==> config.mk <==
export PLATFORM = sky130hd
export DESIGN_NAME = ddr_init_seq
export DESIGN_NICKNAME = d
export VERILOG_FILES = /design/src/rtl/ddr_init_pkg.sv /design/src/rtl/ddr_init_timer.sv /design/src/rtl/ddr_init_rank_walk.sv /design/src/rtl/ddr_init_addr_map.sv /design/src/rtl/ddr_init_seq.sv
export SDC_FILE = /design/constraint.sdc
export NUM_CORES = 1
export LEC_CHECK = 0
export CAP_MARGIN = 10
export CORE_ASPECT_RATIO = 1.75
export CORE_MARGIN = 1.5
export CORE_UTILIZATION = 38
export CTS_BUF_LIST = sky130_fd_sc_hd__clkbuf_4 sky130_fd_sc_hd__clkbuf_8 sky130_fd_sc_hd__clkbuf_16
export DETAILED_ROUTE_END_ITERATION = 10
export GPL_TIMING_DRIVEN = 0
export PLACE_DENSITY = 0.71
export SKIP_CTS_REPAIR_TIMING = 1
export SYNTH_ARGS = -nofsm -noshare
export SYNTH_HDL_FRONTEND = slang
export SYNTH_SLANG_ARGS = --single-unit
export TNS_END_PERCENT = 10
==> constraint.sdc <==
create_clock -name clk -period 3.6 [get_ports clk]
set_input_delay 0.36 -clock clk [delete_from_list [all_inputs] [get_ports clk]]
set_output_delay 0.36 -clock clk [all_outputs]
set_load 0.01 [all_outputs]
==> src/rtl/ddr_init_pkg.sv <==
package ddr_init_pkg;

  typedef enum logic [2:0] {
    CMD_SELF_REF  = 3'd0,
    CMD_NOP       = 3'd1,
    CMD_PRECHARGE = 3'd2,
    CMD_MRS       = 3'd3,
    CMD_EMRS      = 3'd4,
    CMD_AUTO_REF  = 3'd6,
    CMD_NORMAL    = 3'd7
  } ddr_cmd_e;

  localparam int NUM_REFRESH = 8;
  localparam int REF_FIRST   = 5;
  localparam int MRS_FINAL   = REF_FIRST + NUM_REFRESH;
  localparam int NUM_STEPS   = MRS_FINAL + 2;
  localparam int RANK_SHIFT  = 25;

  localparam logic [11:0] MR_OPERATING = 12'h06A;
  localparam logic [11:0] MR_DLL_RESET = 12'h100;
  localparam logic [11:0] EMR_DLL_ON   = 12'h000;

  function automatic ddr_cmd_e step_cmd(input int s);
    if (s == 0)                            return CMD_NOP;
    else if (s == 1 || s == 4)             return CMD_PRECHARGE;
    else if (s == 2)                       return CMD_EMRS;
    else if (s == 3 || s == MRS_FINAL)     return CMD_MRS;
    else if (s >= REF_FIRST && s < MRS_FINAL) return CMD_AUTO_REF;
    else                                   return CMD_NORMAL;
  endfunction

  function automatic logic [11:0] step_mode(input int s);
    if (s == 2)              return EMR_DLL_ON;
    else if (s == 3)         return MR_OPERATING | MR_DLL_RESET;
    else if (s == MRS_FINAL) return MR_OPERATING;
    else                     return 12'h000;
  endfunction

endpackage

==> src/rtl/ddr_init_timer.sv <==
module ddr_init_timer #(
  parameter int CNT_W = 16
) (
  input  logic             clk,
  input  logic             rst_n,
  input  logic             load,
  input  logic [CNT_W-1:0] load_val,
  output logic             expired
);

  logic [CNT_W-1:0] cnt_q, cnt_d;
  logic             cnt_en;

  always_comb begin
    cnt_en = load || (cnt_q != '0);
    cnt_d  = load ? load_val : cnt_q - CNT_W'(1);
  end

  always_ff @(posedge clk or negedge rst_n) begin
    if (!rst_n)      cnt_q <= '0;
    else if (cnt_en) cnt_q <= cnt_d;
  end

  assign expired = (cnt_q == '0);

endmodule

==> src/rtl/ddr_init_rank_walk.sv <==
module ddr_init_rank_walk #(
  parameter int NRANK = 4,
  parameter int BW    = 8,
  parameter int IDX_W = 3
) (
  input  logic [NRANK*BW-1:0] bounds,
  input  logic [IDX_W-1:0]    from_idx,
  output logic                found,
  output logic [IDX_W-1:0]    sel_idx,
  output logic [BW-1:0]       sel_base
);

  logic [NRANK-1:0] eligible;
  logic [BW-1:0]    base_of [NRANK];

  for (genvar i = 0; i < NRANK; i++) begin : g_rank
    logic [BW-1:0] upper;
    assign upper = bounds[i*BW +: BW];
    if (i == 0) begin : g_first
      assign base_of[i] = '0;
    end else begin : g_next
      assign base_of[i] = bounds[(i-1)*BW +: BW];
    end
    assign eligible[i] = (upper > base_of[i]) && (IDX_W'(i) >= from_idx);
  end

  always_comb begin
    found    = 1'b0;
    sel_idx  = '0;
    sel_base = '0;
    for (int i = NRANK - 1; i >= 0; i--) begin
      if (eligible[i]) begin
        found    = 1'b1;
        sel_idx  = IDX_W'(i);
        sel_base = base_of[i];
      end
    end
  end

endmodule

==> src/rtl/ddr_init_addr_map.sv <==
module ddr_init_addr_map
  import ddr_init_pkg::*;
#(
  parameter int BW     = 8,
  parameter int ADDR_W = BW + RANK_SHIFT
) (
  input  ddr_cmd_e          code,
  input  logic [11:0]       mode,
  input  logic [BW-1:0]     base,
  output logic [ADDR_W-1:0] addr
);

  logic [13:0] offset;

  always_comb begin
    if (code == CMD_MRS || code == CMD_EMRS) offset = {mode[11], mode[9:0], 3'b000};
    else                                     offset = '0;
    addr = {base, {RANK_SHIFT{1'b0}}} | ADDR_W'(offset);
  end

endmodule

==> src/rtl/ddr_init_seq.sv <==
module ddr_init_seq
  import ddr_init_pkg::*;
#(
  parameter int NRANK     = 4,
  parameter int BW        = 8,
  parameter int GAP_W     = 8,
  parameter int WAIT_CLKS = 26600
) (
  input  logic                  clk,
  input  logic                  rst_n,
  input  logic [NRANK*BW-1:0]   rank_bound,
  input  logic [GAP_W-1:0]      gap_cycles,
  input  logic                  cmd_ready,
  output logic                  cmd_valid,
  output logic [2:0]            cmd_code,
  output logic [BW+RANK_SHIFT-1:0] cmd_addr,
  output logic [2:0]            ctrl_mode,
  output logic                  init_done
);

  localparam int ADDR_W = BW + RANK_SHIFT;
  localparam int IDX_W  = $clog2(NRANK + 1);
  localparam int STEP_W = $clog2(NUM_STEPS);
  localparam int WAIT_W = $clog2(WAIT_CLKS + 1);
  localparam int CNT_W  = (WAIT_W > GAP_W) ? WAIT_W : GAP_W;

  typedef enum logic [2:0] {
    ST_STEP, ST_SCAN, ST_ISSUE, ST_GAP, ST_WAIT, ST_FINISH, ST_DONE
  } seq_state_e;

  seq_state_e        state_q, state_d;
  logic [STEP_W-1:0] step_q, step_d;
  logic [IDX_W-1:0]  ridx_q, ridx_d;
  ddr_cmd_e          code_q, code_d;
  logic [ADDR_W-1:0] addr_q, addr_d;
  ddr_cmd_e          mode_q, mode_d;
  logic              done_q, done_d;

  ddr_cmd_e          cur_cmd;
  logic [11:0]       cur_mode;
  logic              walk_found;
  logic [IDX_W-1:0]  walk_idx;
  logic [BW-1:0]     walk_base;
  logic [ADDR_W-1:0] mapped_addr;
  logic              tmr_load, tmr_expired;
  logic [CNT_W-1:0]  tmr_val;

  assign cur_cmd  = step_cmd(int'(step_q));
  assign cur_mode = step_mode(int'(step_q));

  ddr_init_rank_walk #(.NRANK(NRANK), .BW(BW), .IDX_W(IDX_W)) u_walk (
    .bounds   (rank_bound),
    .from_idx (ridx_q),
    .found    (walk_found),
    .sel_idx  (walk_idx),
    .sel_base (walk_base)
  );

  ddr_init_addr_map #(.BW(BW), .ADDR_W(ADDR_W)) u_map (
    .code (cur_cmd),
    .mode (cur_mode),
    .base (walk_base),
    .addr (mapped_addr)
  );

  ddr_init_timer #(.CNT_W(CNT_W)) u_timer (
    .clk      (clk),
    .rst_n    (rst_n),
    .load     (tmr_load),
    .load_val (tmr_val),
    .expired  (tmr_expired)
  );

  always_comb begin
    state_d  = state_q;
    step_d   = step_q;
    ridx_d   = ridx_q;
    code_d   = code_q;
    addr_d   = addr_q;
    mode_d   = mode_q;
    done_d   = done_q;
    tmr_load = 1'b0;
    tmr_val  = '0;
    case (state_q)
      ST_STEP: begin
        mode_d = cur_cmd;
        if (cur_cmd == CMD_NORMAL) begin
          state_d = ST_FINISH;
        end else begin
          ridx_d  = '0;
          state_d = ST_SCAN;
        end
      end
      ST_SCAN: begin
        if (walk_found) begin
          code_d  = cur_cmd;
          addr_d  = mapped_addr;
          ridx_d  = walk_idx + IDX_W'(1);
          state_d = ST_ISSUE;
        end else begin
          step_d = step_q + STEP_W'(1);
          if (cur_cmd == CMD_NOP) begin
            tmr_load = 1'b1;
            tmr_val  = CNT_W'(WAIT_CLKS);
            state_d  = ST_WAIT;
          end else begin
            state_d = ST_STEP;
          end
        end
      end
      ST_ISSUE: begin
        if (cmd_ready) begin
          tmr_load = 1'b1;
          tmr_val  = CNT_W'(gap_cycles);
          state_d  = ST_GAP;
        end
      end
      ST_GAP: begin
        if (tmr_expired) state_d = ST_SCAN;
      end
      ST_WAIT: begin
        if (tmr_expired) state_d = ST_STEP;
      end
      ST_FINISH: begin
        done_d  = 1'b1;
        state_d = ST_DONE;
      end
      default: state_d = ST_DONE;
    endcase
  end

  always_ff @(posedge clk or negedge rst_n) begin
    if (!rst_n) begin
      state_q <= ST_STEP;
      step_q  <= '0;
      ridx_q  <= '0;
      code_q  <= CMD_NOP;
      addr_q  <= '0;
      mode_q  <= CMD_SELF_REF;
      done_q  <= 1'b0;
    end else begin
      state_q <= state_d;
      step_q  <= step_d;
      ridx_q  <= ridx_d;
      code_q  <= code_d;
      addr_q  <= addr_d;
      mode_q  <= mode_d;
      done_q  <= done_d;
    end
  end

  assign cmd_valid = (state_q == ST_ISSUE);
  assign cmd_code  = code_q;
  assign cmd_addr  = addr_q;
  assign ctrl_mode = mode_q;
  assign init_done = done_q;


  hold_under_stall_chk: assert property (@(posedge clk) disable iff (!rst_n)
    (cmd_valid && !cmd_ready) |=> (cmd_valid && $stable(cmd_code) && $stable(cmd_addr)));


  legal_code_chk: assert property (@(posedge clk) disable iff (!rst_n)
    cmd_valid |-> (cmd_code != 3'd7) && (cmd_code != 3'd0));


  mode_tracks_cmd_chk: assert property (@(posedge clk) disable iff (!rst_n)
    cmd_valid |-> (ctrl_mode == cmd_code));


  done_after_normal_chk: assert property (@(posedge clk) disable iff (!rst_n)
    $rose(init_done) |-> (ctrl_mode == 3'd7) && ($past(ctrl_mode) == 3'd7));


  done_sticky_chk: assert property (@(posedge clk) disable iff (!rst_n)
    init_done |=> init_done);


  quiet_when_done_chk: assert property (@(posedge clk) disable iff (!rst_n)
    init_done |-> !cmd_valid);

endmodule

## Word level (Yosys, flattened, before mapping)

Cells that the tools add are included.

- Register bits: 65
- Logic and storage cells: 100
- Output and inout bits: 41

- Multiplexer cells: 40
- Bitwise logic cells: 2
- Add/subtract/negate cells: 3
- Equal/unequal tests: 19
- Reduce and logical (&&, ||, !) cells: 18
- Magnitude comparators: 10

Operators with widths:

| operator | count |
|---|---|
| $mux W15 | 3 |
| $mux W8 | 5 |
| $mux W3 | 12 |
| $or A33 B12 Y33 | 1 |
| $pmux W15 S2 | 1 |
| $gt A8 B8 Y1 | 3 |
| $mux W9 | 2 |
| $logic_not A15 Y1 | 1 |
| $pmux W3 S5 | 1 |
| $reduce_bool A15 Y1 | 1 |
| $sub A15 B1 Y15 const B | 1 |
| $eq A3 B3 Y1 const B | 4 |
| $eq A4 B3 Y1 const B | 3 |
| $mux W12 | 1 |
| $eq A3 B2 Y1 const B | 3 |
| $gt A8 B1 Y1 const B | 1 |
| $mux W1 | 8 |
| $mux W2 | 4 |
| $ne A2 B2 Y1 const B | 4 |
| $mux W7 | 1 |
| $eq A3 B1 Y1 const B | 2 |
| $ge A1 B3 Y1 const A | 2 |
| $ge A2 B3 Y1 const A | 2 |
| $pmux W3 S2 | 1 |
| 16 further kinds | 25 |

## Depth between registers and ports, before layout

- Depth after elaboration: 12
- Depth in mapped cells: 12
- Depth with buffers taken out: 11

## By module

From an unflattened synthesis, not the netlist that was laid out.

- Cells, all modules: 457
- Area total of the unflattened synthesis: 4465.5 µm²

Modules (own cells, without submodules):

| module | sequential area each (µm²) | times used | area an instance (µm²) | cells each |
|---|---|---|---|---|
| ddr_init_seq | 1252.5 | 1 | 2254.7 | 182 |
| ddr_init_rank_walk | 0.0 | 1 | 904.6 | 134 |
| ddr_init_timer | 375.4 | 1 | 829.5 | 79 |
| ddr_init_addr_map | 0.0 | 1 | 476.7 | 62 |

## Worst setup path after synthesis

No wires, ideal clock.

- Path type: input to register
- From: in rank_bound[3]
- To: reg ridx_q[1]
- Required time: 3474 ps
- Stages: 12
- Path slack: 1130 ps
- Library setup time: 126 ps
- Buffers on the path: 2
- Data arrival time: 2344 ps
- Path through: inv_1 ha_1 and4_1 or4b_1 a21o_1 buf_6 nand2_8 buf_4 nor2_1 nor2_1 ha_1 o2bb2ai_1

- Cells in the longest elaborated chain, start to end: 7

Ends and longest elaborated chain:

| item | RTL line | source |
|---|---|---|
| start, declared | ddr_init_seq.sv:11 | `input logic [NRANK*BW-1:0] rank_bound,` |
| $gt A8 B8 Y1 | ddr_init_rank_walk.sv:24 | `assign eligible[i] = (upper > base_of[i]) && (IDX_W'(i) >= from_idx);` |
| $logic_and A1 B1 Y1 | ddr_init_rank_walk.sv:24 |  |
| $mux W2 (2 in series) | ddr_init_rank_walk.sv:32 | `if (eligible[i]) begin` |
| $add A3 B1 Y3 | ddr_init_seq.sv:98 | `ridx_d = walk_idx + IDX_W'(1);` |
| $mux W3 | ddr_init_seq.sv:95 | `if (walk_found) begin` |
| $pmux W3 S2 | ddr_init_seq.sv:84 | `case (state_q)` |
| end signal, assigned | ddr_init_seq.sv:144 | `ridx_q <= ridx_d;` |
| end, declared | ddr_init_seq.sv:33 | `logic [IDX_W-1:0] ridx_q, ridx_d;` |

Several ways; a longest one is shown, not always the timed one. The select of a mux whose other input is x is not followed.
A chain may end at the register's enable or synchronous reset.

## Worst setup path after layout

- From: in rank_bound[17]
- To: reg addr_q[28], in the netlist cmd_addr[28]

- Cells in the longest elaborated chain, start to end: 7

Ends and longest elaborated chain:

| item | RTL line | source |
|---|---|---|
| $gt A8 B8 Y1 | ddr_init_rank_walk.sv:24 |  |
| $logic_and A1 B1 Y1 | ddr_init_rank_walk.sv:24 |  |
| $mux W8 or $mux W1 (tied branches) (4 in series) | ddr_init_rank_walk.sv:32 |  |
| $or A33 B12 Y33 or $reduce_and A2 Y1 (tied branches) | n/a |  |
| end signal, assigned | ddr_init_seq.sv:146 | `addr_q <= addr_d;` |
| end, declared | ddr_init_seq.sv:35 | `logic [ADDR_W-1:0] addr_q, addr_d;` |

Several ways; a longest one is shown, not always the timed one.

==> flow_summary.toml <==
[logic_synthesis]
synth_largest_type_area_fraction_pct = 31.6
post_syn_area_um2 = 3250
ys_ff_latch = 42
netlist-cell-type-count = 57
synth_top_cell_by_area = "sky130_fd_sc_hd__dfrtp_1"
synth_area_leaders = "sky130_fd_sc_hd__dfrtp_1 32%, sky130_fd_sc_hd__ha_1 12%, sky130_fd_sc_hd__buf_4 5.8%"
synth.avg_cell_area_um2 = 9.10
proportion_of_synthesized_chip_area_in_sequential_cells_pct = 32.4
asyncSetResetFlopFracSynth_pct = 100
synth_flop_cell = "sky130_fd_sc_hd__dfrtp_1"
synth-edff-count = 0
synthesized_instance_count = 357
ys_warn_count = 0

[sta]
fmax_ghz = 0.332
totalNegativeSetupSlack_ps = 0
report.final.slew_viol_count = 0
final.setup.worst_slack_ps = 586
timing_hold_violations_final = 0
maxSlewHeadroom_pct = 54.5
final-setup-viol-count = 0
period_minus_slack_ps = 3010
grt_setup_unrepaired = "no"
period_share_pct = 83.7
tightestPinTransition_ps = 676
maximum_clock_skew_at_final_layout_ps = 6.60

[cts]
worstSkewPairLatency_ps = 290
path_clk_slew_ps = 60
htree_levels = 2
cts.sinks = 42
tritoncts.num_buffers = 5
cts_max_path_buffers = 2
cts_tree = "yes"
root_buffer = "sky130_fd_sc_hd__clkbuf_16"

[power_and_ir_drop]
power.switching_fraction_pct = 27.1
internal-power_w = 0.000838
vdd_ir_drop_max_mv = 0.168
combPwrFrac_pct = 18.9
post_layout_total_power_w = 0.00115
seq_power_share_pct = 41.1
power_density_nw_per_um2 = 269
switching_power_w = 0.000311
static-leakage-power_nw = 1.96
p_clk_share_pct = 40.0

[drt]
ant_nets = 0
routed.top_layer = "met4"
wl_mm = 7.84
met3WireLength_um = 254
initialDrtViolationCount = 102
num_vias = 2865
met2RoutedLength_mm = 4.52
drt_pre_antenna_iters = 4
route.detailed.vias_per_inst = 5.08
drc = 0
post_drt_wl_per_cell_um = 13.9
wl_met1_mm = 2.87

[floorplanning]
core_area_um2 = 8310
die_width_um = 72.9
ioPinCount = 84
floorplan.initialDensity_pct = 39.1
fp.dieArea_um2 = 9140
fp-row-count = 44
die_boundary_height_um = 125

[worst_setup_path]
timing.critical_path.arrival_ps = 3200
slowest_delay_ps = 660
critical_path.startpoint = "rank_bound[17]"
cpMaxStageDelayCell = "sky130_fd_sc_hd__o41ai_4"
crit_path_max_fanout = 10
cpLargestDelayFamily = "compound AO/OA/AOI/OAI gates"
timing.critical_path.from_type = "primary input"
crit_path_end_kind = "flip-flop"
critical_path_required_ps = 3780
r2r-start = "u_timer.cnt_q[6]"
worstSetupPathType = "in2reg"
critical_path.n_buffers_inverters = 3
cp_cell_sequence = "clkdlybuf4s50_1 > inv_1 > ha_1 > nor2b_1 > o211ai_1 > a21oi_1 > o21a_1 > o41ai_4 > clkbuf_1 > nand2_1 > o41ai_2"

[layout]
design.final.nets = 522
syn_to_final_growth_pct = 31.4
final_cell_area_um2 = 4270
finish.cell_count_without_fillers = 564
n_antenna_cell = 0
final_layout_size_suffix_gt1_share_pct = 13.1

[placement]
placement.cell_area_um2 = 4110
placedCellCount = 555
numPortBuffers = 63
gp_congestion = 0.863
dp_hpwl_mm = 6.46
place_worst_setup_slack_ps = 286

[global_route]
grt_usage_pct = 18.0
grt_antenna_before_repair = 0
first_global_vias = 2822
largest_net_degree_at_the_start_of_global_routing = 38
grt_first_pass_wirelength_mm = 13.0
gr-total-overflow = 0

[run]
maximum_capacitance_violations = 0

[status]
run_status = "completed"

[worst_hold_path]
class_of_the_most_critical_hold_timing_path = "in2async"
layout make-up:
class	instances	area, um2
inverters	33	124
flip-flops and latches	42	1050
repair buffers	65	656
clock inverters	3	25.0
plain buffers	36	248
multi-input cells	265	1900
clock buffers	5	125
well taps	115	144
fillers	803	4040
per-layer routing:
metal | vias up | track usage, %
li1 | 1412 | -
met1 | 1360 | 18.4
met2 | 78 | 34.6
met3 | 15 | 1.93
met4 | 0 | 8.55
met5 | - | 0
final timing paths:
check / to / slack, ps / cells after the start
hold reg to reg: init_done / 470 / 1
max in group asynchronous: cmd_code[0] / 2670 / 3
hold / removal: cmd_code[2] / 430 / 2
min in group clk: init_done / 470 / 1
setup reg to reg: u_timer.cnt_q[4] / 1080 / 7
setup / recovery: cmd_addr[28] / 590 / 11
power groups by stage:
stage / registers, W / logic [W] / clock network, W
2_1_floorplan: 0.000481 / 0.000123 / 0
6_report: 0.000472 / 0.000218 / 0.000459
4_1_cts: 0.000472 / 0.000218 / 0.000470
3_5_place_dp: 0.000481 / 0.000217 / 0
3_3_place_gp: 0.000481 / 0.000209 / 0
5_1_grt: 0.000472 / 0.000243 / 0.000489
Yosys cell counts (2+ instances only):
library cell / count
sky130_fd_sc_hd__dfrtp_1: 41
sky130_fd_sc_hd__nand2_1: 34
sky130_fd_sc_hd__inv_1: 33
sky130_fd_sc_hd__ha_1: 31
sky130_fd_sc_hd__a21oi_1: 25
sky130_fd_sc_hd__buf_4: 25
sky130_fd_sc_hd__nor2_1: 22
sky130_fd_sc_hd__o21ai_0: 12
sky130_fd_sc_hd__nor3_1: 10
sky130_fd_sc_hd__xnor2_1: 10
sky130_fd_sc_hd__nor2b_1: 9
sky130_fd_sc_hd__a221oi_1: 8
sky130_fd_sc_hd__clkbuf_1: 6
sky130_fd_sc_hd__o41ai_2: 6
sky130_fd_sc_hd__mux2_2: 5
sky130_fd_sc_hd__nand3_1: 5
sky130_fd_sc_hd__a22o_1: 4
sky130_fd_sc_hd__nor4_1: 4
sky130_fd_sc_hd__o211ai_1: 4
sky130_fd_sc_hd__o31ai_1: 4
sky130_fd_sc_hd__xor2_1: 4
sky130_fd_sc_hd__and2_1: 3
sky130_fd_sc_hd__and4_1: 3
sky130_fd_sc_hd__buf_2: 3
sky130_fd_sc_hd__nand2b_1: 3
sky130_fd_sc_hd__nand3b_1: 3
sky130_fd_sc_hd__nand4_1: 3
sky130_fd_sc_hd__a21o_1: 2
sky130_fd_sc_hd__a22oi_1: 2
sky130_fd_sc_hd__buf_6: 2
sky130_fd_sc_hd__o22ai_1: 2
sky130_fd_sc_hd__o2bb2ai_1: 2
sky130_fd_sc_hd__o41ai_1: 2
sky130_fd_sc_hd__or3b_2: 2
stage by stage:
stage	util (%)	hold slack, ps
detailed placement	49.4	208
CTS	51.2	-109
global route	51.4	455
floorplan	-	64.4
finish	51.4	434
global placement	49.3	450
state kept, by name, indices dropped and copies added, names as in the netlist:
name           cells
cmd_addr          10
cmd_code           3
ctrl_mode          3
init_done          1
ridx_q             3
state_q            3
step_q             4
u_timer.cnt_q     15
cell families (layout without fill, tap and decap cells):
group | after synthesis | count (layout) | synth area share, %
muxes | 6 | 6 | 2.04
DFF | 42 | 42 | 32.4
adders and majority gates | 31 | 31 | 11.9
other | 1 | 20 | 0.115
buffers and inverters | 69 | 142 | 11.4
and+or+nand+nor | 111 | 111 | 18.4
AOI/OAI and AO/OA | 83 | 83 | 19.9
xor gates and xnor gates | 14 | 14 | 3.77
layout by cell type (no fill, tap or decap), drive strengths merged, types with 3 or more instances in the layout:
cell,n
and4,3
nand2b,3
nand4,4
a22o,4
dfrtp,41
nor3,10
xnor2,10
o31ai,4
ha,31
clkbuf,11
inv,34
conb,20
nor2b,9
a221oi,8
o41ai,9
nand3b,3
nor2,22
o211ai,4
nand3,5
buf,32
xor2,4
clkdlybuf4s50,62
nand2,35
a21oi,25
and2,3
o21ai,12
mux2,5
nor4,5
Note: power is estimated with default switching activity, not from simulation.
